--- src/rtl/dtmr_pkg.sv ---
// Shared constants for the dual reload timer: register offsets and
// control/status bit positions, computed per timer index.
package dtmr_pkg;
    localparam int NCH   = 2;   // number of timers
    localparam int EXP_W = 3;   // prescaler exponent field width

    localparam logic [7:0] OFS_CTRL = 8'h00;
    localparam logic [7:0] OFS_STAT = 8'h04;

    function automatic logic [7:0] ofs_reload(input int ch);
        return 8'(8'h10 + 8 * ch);
    endfunction

    function automatic logic [7:0] ofs_count(input int ch);
        return 8'(8'h14 + 8 * ch);
    endfunction

    function automatic int pos_run(input int ch);
        return 2 * ch;
    endfunction

    function automatic int pos_autold(input int ch);
        return 2 * ch + 1;
    endfunction

    function automatic int pos_refsel(input int ch);
        return 11 + ch;
    endfunction

    function automatic int pos_exp(input int ch);
        return 19 + EXP_W * ch;
    endfunction

    function automatic int pos_stat(input int ch);
        return 8 * ch;
    endfunction
endpackage

--- src/rtl/dtmr_prescaler.sv ---
// Shared free-running prescaler. One counter runs from reset; each
// timer gets a tick whenever the low e bits of the counter are all
// ones, i.e. once every 2^e clocks. Assumes e never exceeds PW.
module dtmr_prescaler #(
    parameter int EXP_W = 3,
    parameter int NCH   = 2
) (
    input  logic                        clk,
    input  logic                        rst_n,
    input  logic [NCH-1:0][EXP_W-1:0]   exp_i,
    output logic [NCH-1:0]              tick_o
);
    localparam int PW = (1 << EXP_W) - 1;

    logic [PW-1:0] pcnt_q;

    function automatic logic [PW-1:0] low_mask(input logic [EXP_W-1:0] e);
        logic [PW-1:0] m;
        m = '0;
        for (int b = 0; b < PW; b++) begin
            m[b] = (b < int'(e));
        end
        return m;
    endfunction

    // Free-running counter, independent of any timer state.
    always_ff @(posedge clk) begin
        if (!rst_n) pcnt_q <= '0;
        else        pcnt_q <= pcnt_q + 1'b1;
    end

    // Per-timer tick decode from the shared counter.
    for (genvar g = 0; g < NCH; g++) begin : g_tick
        logic [PW-1:0] mask;
        always_comb begin
            mask      = low_mask(exp_i[g]);
            tick_o[g] = ((pcnt_q & mask) == mask);
        end
    end
endmodule

--- src/rtl/dtmr_channel.sv ---
// One down-counting timer: count and reload registers plus expiry
// detection. A count write overrides the tick in the same cycle.
// Assumes tick_i is a single-cycle enable in the clk domain.
module dtmr_channel #(
    parameter int DW = 32
) (
    input  logic          clk,
    input  logic          rst_n,
    input  logic          tick_i,
    input  logic          run_i,
    input  logic          autold_i,
    input  logic          wr_val_i,
    input  logic          wr_rel_i,
    input  logic [DW-1:0] wdata_i,
    output logic [DW-1:0] count_o,
    output logic [DW-1:0] reload_o,
    output logic          expire_o
);
    logic [DW-1:0] cnt_q;
    logic [DW-1:0] rel_q;
    logic          step;

    assign step     = run_i & tick_i & ~wr_val_i;
    assign expire_o = step & (cnt_q == '0);
    assign count_o  = cnt_q;
    assign reload_o = rel_q;

    // Count register: software load, decrement, or reload on expiry.
    always_ff @(posedge clk) begin
        if (!rst_n) begin
            cnt_q <= '0;
        end else if (wr_val_i) begin
            cnt_q <= wdata_i;
        end else if (step) begin
            if (cnt_q == '0) begin
                if (autold_i) cnt_q <= rel_q;
            end else begin
                cnt_q <= cnt_q - 1'b1;
            end
        end
    end

    // Reload register: written only by software.
    always_ff @(posedge clk) begin
        if (!rst_n)        rel_q <= '0;
        else if (wr_rel_i) rel_q <= wdata_i;
    end
endmodule

--- src/rtl/dtmr_ctrl.sv ---
// Shared control and status registers. Control keeps only the defined
// bits; one-shot expiry clears the run bit unless control is written
// the same cycle. Status bits are sticky, cleared by writing zero,
// and a coincident expiry wins over the clear.
module dtmr_ctrl #(
    parameter int DW    = 32,
    parameter int EXP_W = 3,
    parameter int NCH   = 2
) (
    input  logic                        clk,
    input  logic                        rst_n,
    input  logic                        wr_ctrl_i,
    input  logic                        wr_stat_i,
    input  logic [DW-1:0]               wdata_i,
    input  logic [NCH-1:0]              expire_i,
    output logic [NCH-1:0]              run_o,
    output logic [NCH-1:0]              autold_o,
    output logic [NCH-1:0]              refsel_o,
    output logic [NCH-1:0][EXP_W-1:0]   exp_o,
    output logic [NCH-1:0]              status_o,
    output logic [DW-1:0]               ctrl_word_o,
    output logic [DW-1:0]               stat_word_o
);
    import dtmr_pkg::*;

    function automatic logic [DW-1:0] defined_bits();
        logic [DW-1:0] m;
        m = '0;
        for (int c = 0; c < NCH; c++) begin
            m[pos_run(c)]    = 1'b1;
            m[pos_autold(c)] = 1'b1;
            m[pos_refsel(c)] = 1'b1;
            for (int b = 0; b < EXP_W; b++) m[pos_exp(c) + b] = 1'b1;
        end
        return m;
    endfunction

    localparam logic [DW-1:0] CTRL_MASK = defined_bits();

    logic [DW-1:0]  ctrl_q;
    logic [DW-1:0]  stop_mask;
    logic [NCH-1:0] stat_q;
    logic [NCH-1:0] clr_req;

    // Run bits to drop because a one-shot timer expired.
    always_comb begin
        stop_mask = '0;
        for (int c = 0; c < NCH; c++) begin
            stop_mask[pos_run(c)] = expire_i[c] & ~ctrl_q[pos_autold(c)];
        end
    end

    // Control register: software write or one-shot self-clear.
    always_ff @(posedge clk) begin
        if (!rst_n)         ctrl_q <= '0;
        else if (wr_ctrl_i) ctrl_q <= wdata_i & CTRL_MASK;
        else                ctrl_q <= ctrl_q & ~stop_mask;
    end

    // Which status bits software asks to clear this cycle.
    always_comb begin
        for (int c = 0; c < NCH; c++) begin
            clr_req[c] = wr_stat_i & ~wdata_i[pos_stat(c)];
        end
    end

    // Sticky status: expiry sets, write-zero clears, set wins.
    always_ff @(posedge clk) begin
        if (!rst_n) stat_q <= '0;
        else        stat_q <= expire_i | (stat_q & ~clr_req);
    end

    // Field extraction and status word assembly.
    always_comb begin
        stat_word_o = '0;
        for (int c = 0; c < NCH; c++) begin
            run_o[c]    = ctrl_q[pos_run(c)];
            autold_o[c] = ctrl_q[pos_autold(c)];
            refsel_o[c] = ctrl_q[pos_refsel(c)];
            exp_o[c]    = ctrl_q[pos_exp(c) +: EXP_W];
            stat_word_o[pos_stat(c)] = stat_q[c];
        end
    end

    assign status_o    = stat_q;
    assign ctrl_word_o = ctrl_q;
endmodule

--- src/rtl/dual_reload_timer.sv ---
// Top of the dual reload timer: address decode, count source select,
// two timer channels, shared prescaler and control/status, and a
// registered read port. Assumes ADDR_W >= 5 and DW >= 25.
module dual_reload_timer #(
    parameter int DW     = 32,
    parameter int ADDR_W = 5
) (
    input  logic              clk,
    input  logic              rst_n,
    input  logic              ref_tick_i,
    input  logic              wr_en_i,
    input  logic              rd_en_i,
    input  logic [ADDR_W-1:0] addr_i,
    input  logic [DW-1:0]     wdata_i,
    output logic [DW-1:0]     rdata_o,
    output logic              irq_a_o,
    output logic              irq_b_o
);
    import dtmr_pkg::*;

    logic                      wr_ctrl, wr_stat;
    logic [NCH-1:0]            wr_val, wr_rel;
    logic [NCH-1:0]            run, autold, refsel, ptick, tick, expire, status;
    logic [NCH-1:0][EXP_W-1:0] expo;
    logic [NCH-1:0][DW-1:0]    count, reload;
    logic [DW-1:0]             ctrl_word, stat_word, rd_mux, rdata_q;

    // Write strobe decode for the shared registers.
    assign wr_ctrl = wr_en_i & (addr_i == ADDR_W'(OFS_CTRL));
    assign wr_stat = wr_en_i & (addr_i == ADDR_W'(OFS_STAT));

    dtmr_prescaler #(.EXP_W(EXP_W), .NCH(NCH)) u_presc (
        .clk    (clk),
        .rst_n  (rst_n),
        .exp_i  (expo),
        .tick_o (ptick)
    );

    dtmr_ctrl #(.DW(DW), .EXP_W(EXP_W), .NCH(NCH)) u_ctrl (
        .clk         (clk),
        .rst_n       (rst_n),
        .wr_ctrl_i   (wr_ctrl),
        .wr_stat_i   (wr_stat),
        .wdata_i     (wdata_i),
        .expire_i    (expire),
        .run_o       (run),
        .autold_o    (autold),
        .refsel_o    (refsel),
        .exp_o       (expo),
        .status_o    (status),
        .ctrl_word_o (ctrl_word),
        .stat_word_o (stat_word)
    );

    for (genvar g = 0; g < NCH; g++) begin : g_ch
        // Per-timer write decode and count source select.
        assign wr_val[g] = wr_en_i & (addr_i == ADDR_W'(ofs_count(g)));
        assign wr_rel[g] = wr_en_i & (addr_i == ADDR_W'(ofs_reload(g)));
        assign tick[g]   = refsel[g] ? ref_tick_i : ptick[g];

        dtmr_channel #(.DW(DW)) u_chan (
            .clk      (clk),
            .rst_n    (rst_n),
            .tick_i   (tick[g]),
            .run_i    (run[g]),
            .autold_i (autold[g]),
            .wr_val_i (wr_val[g]),
            .wr_rel_i (wr_rel[g]),
            .wdata_i  (wdata_i),
            .count_o  (count[g]),
            .reload_o (reload[g]),
            .expire_o (expire[g])
        );
    end

    // Read multiplexer over all registers; unknown offsets give zero.
    always_comb begin
        rd_mux = '0;
        if (addr_i == ADDR_W'(OFS_CTRL)) rd_mux = ctrl_word;
        if (addr_i == ADDR_W'(OFS_STAT)) rd_mux = stat_word;
        for (int c = 0; c < NCH; c++) begin
            if (addr_i == ADDR_W'(ofs_count(c)))  rd_mux = count[c];
            if (addr_i == ADDR_W'(ofs_reload(c))) rd_mux = reload[c];
        end
    end

    // Registered read data, updated only on a read strobe.
    always_ff @(posedge clk) begin
        if (!rst_n)       rdata_q <= '0;
        else if (rd_en_i) rdata_q <= rd_mux;
    end

    assign rdata_o = rdata_q;
    assign irq_a_o = status[0];
    assign irq_b_o = status[1];
endmodule

--- config.mk ---
export PLATFORM = sky130hd
export DESIGN_NAME = dual_reload_timer
export DESIGN_NICKNAME = d
export VERILOG_FILES = /design/src/rtl/dtmr_pkg.sv /design/src/rtl/dtmr_prescaler.sv /design/src/rtl/dtmr_channel.sv /design/src/rtl/dtmr_ctrl.sv /design/src/rtl/dual_reload_timer.sv
export SDC_FILE = /design/constraint.sdc
export NUM_CORES = 1
export LEC_CHECK = 0
export ABC_AREA = 0
export BUFFER_PORTS_ARGS = -buffer_cell sky130_fd_sc_hd__buf_4
export CAP_MARGIN = 20
export CORE_UTILIZATION = 55
export CTS_CLUSTER_DIAMETER = 100
export DETAILED_ROUTE_END_ITERATION = 8
export PLACE_DENSITY = 0.85
export SLEW_MARGIN = 5
export SYNTH_ARGS = -nofsm -noshare
export SYNTH_HDL_FRONTEND = slang
export SYNTH_SLANG_ARGS = --single-unit
--- constraint.sdc ---
create_clock -name clk -period 5.7 [get_ports clk]
set_input_delay 1.14 -clock clk [delete_from_list [all_inputs] [get_ports clk]]
set_output_delay 1.14 -clock clk [all_outputs]
set_load 0.005 [all_outputs]
==> impl_metrics.env <==
export IMPL_status="complete, no violations"
export IMPL_grt_pass1_wl_um=56890
export IMPL_cts_sinks=181
export IMPL_cap_violations=0
export IMPL_synthToLayoutAreaGrowth_pct=10.41
export IMPL_reg2reg_depth=6
export IMPL_wl_per_cell_um=22.60
export IMPL_regToRegEndpoint="g_ch[1].u_chan.count_o[10]$_SDFFE_PN0P_"
export IMPL_cts_buffers=17
export IMPL_finalSetupTns_ns=0
export IMPL_use_met3_pct=5.334
export IMPL_synth_edf_count=0
export IMPL_nets=1408
export IMPL_hp_class="flop to flop"
export IMPL_multi_input_area_um2=6266
export IMPL_grt_pass1_vias=9999
export IMPL_coreArea_um2=18640
export IMPL_setup_viol=0
export IMPL_hpwl_um=24920
export IMPL_power_leakage_uw=0.004151
export IMPL_vias=11200
export IMPL_cpLargestDelayFamily="simple AND/OR/NAND/NOR gates"
export IMPL_finalNonFillerCells=1608
export IMPL_r2r_slack_ns=1.73
export IMPL_drive_above_1_share_pct=11.79
export IMPL_fin_worst_skew_ns=0.01041
export IMPL_n_antenna_cell=0
export IMPL_p_int_uw=2114
export IMPL_grt_use_met2_pct=57.47
export IMPL_fp_dieH_um=139.8
export IMPL_hold_buffers=0
export IMPL_startpoint_type="flop"
export IMPL_r2r_start="g_ch[1].u_chan.count_o[12]$_SDFFE_PN0P_"
export IMPL_p_total_uw=3095
export IMPL_rsz0062_at_grt="false"
export IMPL_cts_resized=0
export IMPL_gr_usage_met1_pct=50.90
export IMPL_power_frac_seq_pct=42.3
export IMPL_power_switching_uw=981.4
export IMPL_htree_levels=4
export IMPL_min_path_cells=2
export IMPL_grtUsageTotal_pct=37.08
export IMPL_critical_path_slowest_cell="nor2_2"
export IMPL_first_iter_violations=1766
export IMPL_drtPass1Iterations=6
export IMPL_path_class="flop to flop"
export IMPL_routabilityCongestion=1.007
export IMPL_slowest_delay_ns=0.85
export IMPL_maxSlewHeadroom_pct=29.40
export IMPL_antenna_found_initial=0
export IMPL_dp_cells=1575
export IMPL_fillers=1661
export IMPL_crit_fanout=27
export IMPL_yosysWarningCount=0
export IMPL_cp_data_arrival_time_ns=4.27
export IMPL_cts_setup_buffers=0
export IMPL_crit_chain="nor4_1 -> and4_1 -> nand3_2 -> nor2_2 -> nor2_1 -> a2111oi_0"
export IMPL_worst_slew_pin_slew_ns=1.059
export IMPL_grt_max_degree=69
export IMPL_netlist_area_um2=10450
export IMPL_start_util_pct=56.04
export IMPL_cts_tree="built"
export IMPL_final_common_cell="nand2_1"
export IMPL_period_needed_ns=3.967
export IMPL_drcViolationCount=0
export IMPL_io_pins=76
export IMPL_synth_ff_type="dfxtp_1"
export IMPL_p_per_area_nw_per_um2=268.3
export IMPL_synth_distinct_cells=87
export IMPL_synth_cells=1359
export IMPL_syn_avg_cell_area_um2=7.688
export IMPL_crit_required_ns=6.01
export IMPL_io_buffers=75
export IMPL_clockPowerShare_pct=38.9
export IMPL_crit_path_end_kind="flop"
export IMPL_final_max_slew_viol_count=0
export IMPL_path_buf_inv=0
export IMPL_ant_nets=0
export IMPL_hp_start="g_ch[1].u_chan.reload_o[21]$_SDFFE_PN0P_"
export IMPL_cp_depth=6
export IMPL_final_core_util_pct=61.87
export IMPL_hold_violations=0
export IMPL_rows=50
export IMPL_sw_frac_of_total_pct=31.71
export IMPL_ys_seq_area_share_pct=34.68
export IMPL_ir_worst_vdd_uv=233.0
export IMPL_hold_end="g_ch[1].u_chan.reload_o[21]$_SDFFE_PN0P_"
export IMPL_grt_busiest_layer="met2"
export IMPL_finalCritPeriodShare_pct=69.60
export IMPL_synthArstFlopShare_pct=0
export IMPL_vias_per_cell=6.966
export IMPL_die_w_um=139.8
export IMPL_clock_root_buffer="clkbuf_16"
export IMPL_seqCellArea_um2=3623
export IMPL_wirelength_um=36340
export IMPL_die_area_um2=19550
export IMPL_syn_num_nets=1406
export IMPL_final_cell_mix="206 x nand2_1, 181 x dfxtp_1, 145 x nor2_1"
export IMPL_insertion_delay_ns=0.44
export IMPL_fmax_mhz=252.1
export IMPL_overflow=0
export IMPL_cts_clk_slew_worst_paths_ns=0.08
export IMPL_ys_seq_elements=181
export IMPL_clk_path_buf_depth=2
export IMPL_combPwrFrac_pct=18.8
## registers in the layout, summed over array words and instances, names as in the netlist
register              count
u_ctrl.ctrl_word_o       12
g_ch.u_chan.reload_o     64
rdata_o                  32
g_ch.u_chan.count_o      64
u_ctrl.status_o           2
u_presc.pcnt_q            7
## how the worst max path moves through the flow
stage	from	slack, ns	to
finish	g_ch[1].u_chan.count_o[12]$_SDFFE_PN0P_	1.73	g_ch[1].u_chan.count_o[10]$_SDFFE_PN0P_
floorplan	addr_i[1]	2.80	u_ctrl.ctrl_word_o[11]$_SDFFE_PN0P_
global placement	addr_i[2]	1.72	g_ch[1].u_chan.count_o[26]$_SDFFE_PN0P_
global route	g_ch[1].u_chan.count_o[12]$_SDFFE_PN0P_	1.60	g_ch[1].u_chan.count_o[10]$_SDFFE_PN0P_
detailed placement	addr_i[2]	1.59	g_ch[1].u_chan.count_o[19]$_SDFFE_PN0P_
CTS	g_ch[1].u_chan.count_o[7]$_SDFFE_PN0P_	1.90	g_ch[1].u_chan.count_o[10]$_SDFFE_PN0P_
## cell usage after synthesis (22+ instances only)
| cell | number | area share (%) |
|---|---|---|
| nor3_1 | 26 | 1.2 |
| nor4_1 | 26 | 1.6 |
| nor2_1 | 145 | 5.2 |
| nand2_1 | 206 | 7.4 |
| nand4_1 | 22 | 1.3 |
| mux2i_1 | 60 | 5.7 |
| clkbuf_1 | 82 | 2.9 |
| a21oi_1 | 120 | 5.7 |
| dfxtp_1 | 181 | 35 |
| nand3_1 | 43 | 2.1 |
| o21ai_0 | 71 | 3.4 |
| a31oi_1 | 29 | 1.7 |
| a211oi_1 | 32 | 2.3 |
## layout make-up
class / instances / area share [%]
clock buffer: 17 / 3.688
clock inverter: 15 / 1.410
inverter: 21 / 0.7051
multi-input combinational: 1049 / 54.32
sequential: 181 / 31.41
tap: 234 / 2.538
timing repair buffer: 91 / 5.923
## cell families (layout without fill, tap and decap cells)
family / after synthesis / in the layout / synth area share (%)
AND/OR/NAND/NOR: 552 / 552 / 25.38
flip-flops: 181 / 181 / 34.68
AO/OA/AOI/OAI: 407 / 407 / 25.96
multiplexers: 62 / 62 / 5.964
buffers and inverters: 129 / 144 / 5.485
XOR/XNOR: 23 / 23 / 1.928
adder cells (fa/ha/maj): 5 / 5 / 0.5988
## tightest hold or removal path: stages, from the launching register on
cell,delay (ns)
dfxtp_1,0.32
nand2_1,0.06
a21oi_1,0.05
## power groups by stage
stage                     registers (uW)  clock network, uW  logic (uW)
after floorplan                     1330                  0         391
after global placement              1340                  0         555
after detailed placement            1340                  0         560
after CTS                           1310               1210         564
after global routing                1310               1250         619
final                               1310               1200         583
## through the flow
stage	hold WS, ns	setup slack [ns]	instance area (um2)
after floorplan	0.4445	2.796	10450
after global placement	0.4548	1.717	10940
after detailed placement	0.4616	1.586	10940
after CTS	0.4717	1.900	11530
after global routing	0.4926	1.596	11530
final	0.4739	1.733	11530
## layer usage
layer	part of all wire, %	up-vias
met2	44	804
met3	11	132
met4	4.1	0
met1	40	5249
met5	0	-
li1	-	5016
Note: power is estimated with default switching activity, not from simulation.
